### config.mk
export PLATFORM = sky130hd
export DESIGN_NAME = rstpin_ctrl
export DESIGN_NICKNAME = d
export VERILOG_FILES = /design/src/rtl/rstpin_pkg.sv /design/src/rtl/rstpin_sync.sv /design/src/rtl/rstpin_cause.sv /design/src/rtl/rstpin_stretch.sv /design/src/rtl/rstpin_ctrl.sv
export SDC_FILE = /design/constraint.sdc
export NUM_CORES = 1
export LEC_CHECK = 0
export BUFFER_PORTS_ARGS = -buffer_cell sky130_fd_sc_hd__buf_2
export CAP_MARGIN = 0
export CORE_AREA = 2 2 54 56
export DETAILED_ROUTE_END_ITERATION = 8
export DIE_AREA = 0 0 56 58
export PLACE_DENSITY = 0.51
export SKIP_LAST_GASP = 1
export SLEW_MARGIN = 5
export SYNTH_ARGS = -nofsm -noshare
export SYNTH_HDL_FRONTEND = slang
export SYNTH_SLANG_ARGS = --single-unit
### constraint.sdc
create_clock -name clk -period 1.6 [get_ports clk]
set_input_delay 0 -clock clk [delete_from_list [all_inputs] [get_ports clk]]
set_output_delay 0 -clock clk [all_outputs]
set_load 0.01 [all_outputs]
### src/rtl/rstpin_pkg.sv
package rstpin_pkg;
   localparam int CAUSE_W  = 6;
   localparam int IDX_POR  = 0;
   localparam int IDX_LVD  = 1;
   localparam int IDX_PIN  = 2;
   localparam int IDX_WDOG = 3;
   localparam int IDX_ILOP = 4;
   localparam int IDX_DBG  = 5;
   typedef logic [CAUSE_W-1:0] cause_vec_t;
endpackage

### src/rtl/rstpin_sync.sv
module rstpin_sync #(
   parameter int STAGES = 2
) (
   input  logic clk,
   input  logic arst,
   input  logic d,
   output logic q
);
   generate
      if (STAGES < 2) begin : g_bad_stages
         $error("rstpin_sync: STAGES must be at least 2");
      end
   endgenerate

   logic [STAGES-1:0] chain;

   always_ff @(posedge clk or posedge arst) begin
      if (arst) chain <= '1;
      else      chain <= {chain[STAGES-2:0], d};
   end

   assign q = chain[STAGES-1];
endmodule

### src/rtl/rstpin_cause.sv
module rstpin_cause
   import rstpin_pkg::*;
(
   input  logic                 clk,
   input  logic                 por,
   input  logic                 busy,
   input  logic [CAUSE_W-1:1]   req,
   output logic                 accept,
   output logic                 lvd_hit,
   output cause_vec_t           status
);
   cause_vec_t pick;

   always_comb begin
      pick = '0;
      for (int i = CAUSE_W - 1; i >= 1; i--) begin
         if (req[i]) pick = cause_vec_t'(1) << i;
      end
   end

   assign accept  = !busy && (|req);
   assign lvd_hit = accept && req[IDX_LVD];

   always_ff @(posedge clk or posedge por) begin
      if (por)         status <= cause_vec_t'(1) << IDX_POR;
      else if (accept) status <= pick;
   end

   AST_ONE_CAUSE: assert property (@(posedge clk) disable iff (por)
      $countones(status) == 1);
   AST_HOLD_WHILE_BUSY: assert property (@(posedge clk) disable iff (por)
      busy |=> $stable(status));
endmodule

### src/rtl/rstpin_stretch.sv
module rstpin_stretch #(
   parameter int STRETCH = 34,
   parameter int GUARD   = 3
) (
   input  logic clk,
   input  logic por,
   input  logic start,
   output logic busy,
   output logic active
);
   localparam int TOTAL = STRETCH + GUARD;
   localparam int CNT_W = $clog2(TOTAL + 1);

   logic [CNT_W-1:0] cnt;

   always_ff @(posedge clk or posedge por) begin
      if (por)             cnt <= '0;
      else if (start)      cnt <= CNT_W'(TOTAL);
      else if (cnt != '0)  cnt <= cnt - 1'b1;
   end

   assign busy   = (cnt != '0);
   assign active = (cnt > CNT_W'(GUARD));

   AST_START_IDLE: assert property (@(posedge clk) disable iff (por)
      start |-> !busy);
   AST_START_ACTIVE: assert property (@(posedge clk) disable iff (por)
      start |=> active);
   AST_GUARD_FOLLOWS: assert property (@(posedge clk) disable iff (por)
      $fell(active) |-> busy);
endmodule

### src/rtl/rstpin_ctrl.sv
module rstpin_ctrl
   import rstpin_pkg::*;
#(
   parameter int STRETCH_CYCLES = 34,
   parameter int SYNC_STAGES    = 2
) (
   input  logic               clk,
   input  logic               por,
   input  logic               lvd_req,
   input  logic               wdog_req,
   input  logic               dbg_req,
   input  logic               stop_exec,
   input  logic               stop_en,
   input  logic               pin_in,
   input  logic               wr_en,
   input  logic               wr_data,
   output logic               ctl_rd,
   output logic               pin_drive_low,
   output logic               pin_pullup,
   output logic               sys_rst,
   output logic [CAUSE_W-1:0] rst_status
);
   localparam int GUARD_CYCLES = SYNC_STAGES + 1;

   generate
      if (STRETCH_CYCLES < 1) begin : g_bad_stretch
         $error("rstpin_ctrl: STRETCH_CYCLES must be at least 1");
      end
   endgenerate

   logic pin_en;
   logic pin_q;
   logic busy, active, accept, lvd_hit;
   logic [CAUSE_W-1:1] req;

   rstpin_sync #(.STAGES(SYNC_STAGES)) u_sync (
      .clk(clk), .arst(por), .d(pin_in), .q(pin_q)
   );

   always_comb begin
      req           = '0;
      req[IDX_LVD]  = lvd_req;
      req[IDX_PIN]  = pin_en && !pin_q;
      req[IDX_WDOG] = wdog_req;
      req[IDX_ILOP] = stop_exec && !stop_en;
      req[IDX_DBG]  = dbg_req;
   end

   rstpin_cause u_cause (
      .clk(clk), .por(por), .busy(busy), .req(req),
      .accept(accept), .lvd_hit(lvd_hit), .status(rst_status)
   );

   rstpin_stretch #(.STRETCH(STRETCH_CYCLES), .GUARD(GUARD_CYCLES)) u_stretch (
      .clk(clk), .por(por), .start(accept), .busy(busy), .active(active)
   );

   always_ff @(posedge clk or posedge por) begin
      if (por)                    pin_en <= 1'b0;
      else if (lvd_hit)           pin_en <= 1'b0;
      else if (wr_en && wr_data)  pin_en <= 1'b1;
   end

   assign ctl_rd        = pin_en;
   assign pin_pullup    = pin_en;
   assign pin_drive_low = active && pin_en;
   assign sys_rst       = por || active;

   AST_DRIVE_NEEDS_ROLE: assert property (@(posedge clk) disable iff (por)
      pin_drive_low |-> ctl_rd);
   AST_ROLE_STICKY: assert property (@(posedge clk) disable iff (por)
      (ctl_rd && !lvd_req) |=> ctl_rd);
   AST_ILOP_LOGGED: assert property (@(posedge clk) disable iff (por)
      (!busy && stop_exec && !stop_en && !lvd_req && !wdog_req && pin_q)
      |=> rst_status[IDX_ILOP]);
   AST_STOP_ALLOWED: assert property (@(posedge clk) disable iff (por)
      (!busy && stop_exec && stop_en && !lvd_req && !wdog_req && !dbg_req
       && !(pin_en && !pin_q)) |=> !sys_rst);
endmodule

==> results of run 1 <==
critical path, cell delays in order, from the launching register on:
cell     delay, ps
dfrtp_1        470
nor4_4         290
and2_1         300
nand2_4        110
a22o_1         230
sequential cells by signal, summed over array words and instances, names as in the netlist:
register	cells
u_sync.chain	2
ctl_rd	1
u_cause.status	6
u_stretch.cnt	6
cell families after synthesis:
logic type / synth area share
AO/OA/AOI/OAI: 0.119
XOR/XNOR: 0.0124
adder cells (fa/ha/maj): 0.0354
buffers and inverters: 0.0425
flip-flops: 0.536
multiplexers: 0.0301
AND/OR/NAND/NOR: 0.225
final timing paths:
| check | slack, ps | cells past startpoint | from | to |
|---|---|---|---|---|
| hold reg to reg | 360 | 0 | u_sync.chain[0] | u_sync.chain[1] |
| min in group asynchronous | 270 | 4 | por | u_stretch.cnt[4] |
| hold / removal | 20 | 3 | wr_en | ctl_rd |
| setup reg to reg | 90 | 4 | u_stretch.cnt[3] | u_cause.status[2] |
| max in group asynchronous | 1070 | 4 | por | u_sync.chain[1] |
| setup / recovery | 90 | 4 | u_stretch.cnt[3] | u_cause.status[2] |
repair_timing:
action                                  in CTS  in global routing
hold endpoints to repair                    18                  1
hold buffers                                 4                  1
endpoints found under the setup margin       0                  0
area by class of cell:
| class | count | area [um^2] |
|---|---|---|
| fillers | 278 | 1740 |
| flip-flops and latches | 15 | 379 |
| multi-input cells | 45 | 298 |
| repair buffers | 27 | 168 |
| well taps | 31 | 38.8 |
| clock buffers | 4 | 26.3 |
| inverters | 3 | 11.3 |
stage by stage:
stage	utilization	instances	power [mW]	hold WS, ps	cell area (um^2)
floorplan	-	65	0.871	-92.7	707
global placement	0.317	116	1.00	10.7	845
detailed placement	0.317	116	1.00	15.1	845
CTS	0.342	124	1.24	8.92	911
global route	0.346	125	1.32	6.43	921
finish	0.346	125	1.22	18.3	921
metal layers:
layer / vias up / GRT usage / wire length, um
met5: - / 0 / 0
met4: 0 / 0.0510 / 0
met3: 0 / 0.0268 / 47
met2: 11 / 0.153 / 760
met1: 277 / 0.133 / 728
li1: 283 / - / -
layout by cell type, fill, tap and decap left out, drive strengths merged, types with 2 or more instances in the layout:
cell type and instances:
nor3 2, nor2 6, ha 2, a21oi 6, nand2b 3, dlygate4sd3 5, dfstp 3, inv 3
nor2b 2, clkbuf 4, buf 22, dfrtp 12, nand3 2, nand2 6, a22o 2, and2 2
nor4 2
power groups by stage:
stage          sequential [mW]  combinational (mW)  clock (mW)
6_report                 0.602               0.406       0.216
3_5_place_dp             0.610               0.395           0
2_1_floorplan            0.594               0.277           0
5_1_grt                  0.615               0.462       0.244
4_1_cts                  0.602               0.410       0.227
3_3_place_gp             0.602               0.401           0
==> results.ini, run 1 <==
[run_status]
outcome=finished clean

[worst_setup_path]
cp-start-kind=flip-flop
crit_fanout=6
path_class=flip-flop to flip-flop
crit_path_end_kind=flip-flop
worstPathArrival_ps=1680
required_ps=1770

[timing]
max_freq_mhz=662
finalSetupViolCount=0
relSlewSlack=0.721
rsz0062_at_grt=no
fin_skew_ps=8.86
setup_slack_ps=89.0
maxSlewViolCount=0
tightest_slew_ps=414
fin_crit_ps=1510
tns_ps=0
min_period_over_period=0.944
hold_violations=0

[grt]
grt_max_degree=17
grt_pass1_vias=536
track_usage=0.101
grt.overflow.total=0
grt_pass1_wl_um=2500
antenna_found_initial=0

[pwr]
internal_power_mw=0.787
comb_power_share=0.332
powerDensity_nw_per_um2=1330
leakage_nw=0.416
ir_worst_vdd_uv=568
p_clk_frac=0.176
sw_frac_of_total=0.357
seqPwrFrac=0.492
p_sw_mw=0.437

[synthesis]
synth-edff-count=0
synth_async_sr_flop_share=1.00
synth_top_cell_by_area=dfrtp_1
synth_top_area_frac=0.425
synthTopCellsByCount=dfrtp_1, a21oi_1, nor2_1
synthDistinctLibCells=28
yosysWarnings=0
synth_seq_cells=15
ys.flop_type=dfrtp_1
synth_area_leaders=dfrtp_1, dfstp_2, a21oi_1, ha_1, nor2_1
syn_inst=65
synth_seq_area_share=0.536
synth_most_common_cell=dfrtp_1
syn_avg_cell_area_um2=10.9
syn_nets=77
synth_area_um2=707

[floorplanning]
ios=20
initial_utilization=0.266
dieArea_um2=3250
fp.dieW_um=56
design.core.area_um2=2660
rows=19
die_y_um=58

[final_layout]
nets=107
area_delta_synth_final_pct=30.3
drive_above_1_share=0.330
diodes=0

[detailed_routing]
dr.first_iter.drc_count=14
avgRoutedWirePerCell_um=12.3
first_pass_iters=4
vias=571
routed_wl_um=1540
drc=0
ant_nets=0
vias_per_cell=4.57

[cts]
cts_sinks=15
clock_latency_ps=280
cts_root_buf=clkbuf_4
cts_resized=0
numCtsBuffers=3
clk_pin_slew_ps=90
cts_setup_buffers=0
cts_tree=built
cts-htree-levels=1
cts_buffer_depth=2

[placement]
dp_slack_ps=112
routabilityCongestion=0.767
post-dp-hpwl_um=1090
io_buffers=19

[worst_hold_path]
min_path_type=input port to flip-flop

[job]
cap_violations=0

Power figures use the tool's default switching activity.
==> run 2: changes to the inputs <==
--- a/config.mk
+++ b/config.mk
@@ -7,12 +7,13 @@
 export LEC_CHECK = 0
 export BUFFER_PORTS_ARGS = -buffer_cell sky130_fd_sc_hd__buf_2
 export CAP_MARGIN = 0
-export CORE_AREA = 2 2 54 56
+export CORE_AREA = 2 2 42 44
 export DETAILED_ROUTE_END_ITERATION = 8
-export DIE_AREA = 0 0 56 58
-export PLACE_DENSITY = 0.51
+export DIE_AREA = 0 0 44 46
+export PLACE_DENSITY = 0.76
 export SKIP_LAST_GASP = 1
 export SLEW_MARGIN = 5
 export SYNTH_ARGS = -nofsm -noshare
 export SYNTH_HDL_FRONTEND = slang
 export SYNTH_SLANG_ARGS = --single-unit
+export TNS_END_PERCENT = 10
==> constraint.sdc (replaced) <==
create_clock -name clk -period 1.4 [get_ports clk]
set_input_delay 0 -clock clk [delete_from_list [all_inputs] [get_ports clk]]
set_output_delay 0 -clock clk [all_outputs]
set_load 0.01 [all_outputs]
==> run 2 against run 1 <==
Compared with the run above:
- the flow now finishes with violations (negative setup slack)
- via count rose by 4.4%
- non-clock buffer count rose by 8
- maximum frequency rose by 4.0%
- critical path type unchanged
==> results.ini, run 2 (synthesis gave the netlist of run 1 again) <==
[run_status]
outcome=complete, but fails checks
violations=negative setup slack

[pwr]
ir_worst_vdd_uv=736
powerDensity_nw_per_um2=1570
leakage_nw=0.460

[timing]
relSlewSlack=0.761
min_period_over_period=1.04
setup_slack_ps=-52.2
max_freq_mhz=689
tightest_slew_ps=356
maxSlewViolCount=0
fin_skew_ps=3.98
fin_crit_ps=1450
rsz0062_at_grt=yes
finalSetupViolCount=7
hold_violations=0

[placement]
dp_cells=111
dpl_cell_area_um2=895
io_buffers=19
dp_slack_ps=-60.6
routabilityCongestion=0.706
post-dp-hpwl_um=1080

[cts]
clk_pin_slew_ps=90
cts_sinks=15
cts_root_buf=clkbuf_4
clock_latency_ps=280
cts_buffer_depth=2
cts_setup_buffers=0
numCtsBuffers=3
cts-htree-levels=1
cts_tree=built

[floorplanning]
ios=20
design.core.area_um2=1610
initial_utilization=0.438
dieArea_um2=2020
fp.dieW_um=44
die_y_um=46
rows=15

[worst_setup_path]
required_ps=1580
crit_fanout=4
worstPathArrival_ps=1630
cp-start-kind=flip-flop
crit_path_end_kind=flip-flop
reg2reg_slack_ps=-50
path_class=flip-flop to flip-flop

[final_layout]
diodes=0
final_common_cell=buf_2
fill_cells=142
fin_area_um2=971
final-instance-count-excl-fill=119
nets=115
drive_above_1_share=0.422
area_delta_synth_final_pct=37.3
reg_top3=u_cause.status: 6 flops, u_stretch.cnt: 6 flops, u_sync.chain: 2 flops
final_cell_mix=buf_2, dfrtp_1, buf_4

[job]
cap_violations=0

[worst_hold_path]
min_path_type=input port to flip-flop

[grt]
grt_pass1_wl_um=2350
grt_max_degree=17
antenna_found_initial=0
track_usage=0.162
grt.overflow.total=0
grt_pass1_vias=578

[detailed_routing]
vias_per_cell=5.01
dr.first_iter.drc_count=3
first_pass_iters=3
vias=596
drc=0
routed_wl_um=1440
avgRoutedWirePerCell_um=12.1
ant_nets=0

-- run 2: what timing repair did --
item,CTS,global route
gates cloned,0,0
endpoints found under the hold margin,18,0
hold buffers,4,0
setup endpoints to repair,8,14
resized for setup,3,1
-- run 2: layout make-up --
cell class | instances | area [um^2] | area share
repair buffers | 35 | 225 | 0.232
inverters | 3 | 11.3 | 0.0116
multi-input cells | 45 | 308 | 0.317
clock buffers | 4 | 26.3 | 0.0271
flip-flops and latches | 15 | 379 | 0.390
well taps | 17 | 21.3 | 0.0219
-- run 2: critical path: stages, from the launching register on --
cell and delay [ps]:
dfrtp_1 410, nor4_4 400, and2_4 240, nor2_1 50, mux2_2 250
-- run 2: path summary, 6_finish.rpt --
path,startpoint,to,cells after the start
setup / recovery,u_stretch.cnt[5],u_stretch.cnt[3],4
hold / removal,wr_data,ctl_rd,3
setup reg to reg,u_stretch.cnt[5],u_stretch.cnt[3],4
hold reg to reg,u_sync.chain[0],u_sync.chain[1],0
max in group asynchronous,por,u_sync.chain[0],4
min in group asynchronous,por,u_stretch.cnt[5],4
-- run 2: where the power goes --
part	total [mW]	leakage [nW]	internal [mW]	switching [mW]
logic	0.633	0.267	0.341	0.291
clock network	0.247	0.0150	0.111	0.136
registers	0.649	0.178	0.551	0.0987
total	1.53	0.460	1.00	0.526
-- run 2: metal layers --
layer  track usage  routed length [um]  up-vias
li1              -                   -      301
met1         0.197                 645      279
met2         0.274                 721       12
met3        0.0238                  47        4
met4        0.0909                  23        0
met5             0                   0        -
-- run 2: stage by stage --
stage,power (mW),TNS [ps],hold WS [ps],util
4_1_cts,1.53,-37.2,21.1,0.600
6_report,1.53,-206,20.5,0.602
3_3_place_gp,1.24,-10.2,10.0,0.554
3_5_place_dp,1.26,-216,12.9,0.554
2_1_floorplan,0.996,-13.4,-92.7,-
5_1_grt,1.63,-1260,69.4,0.602
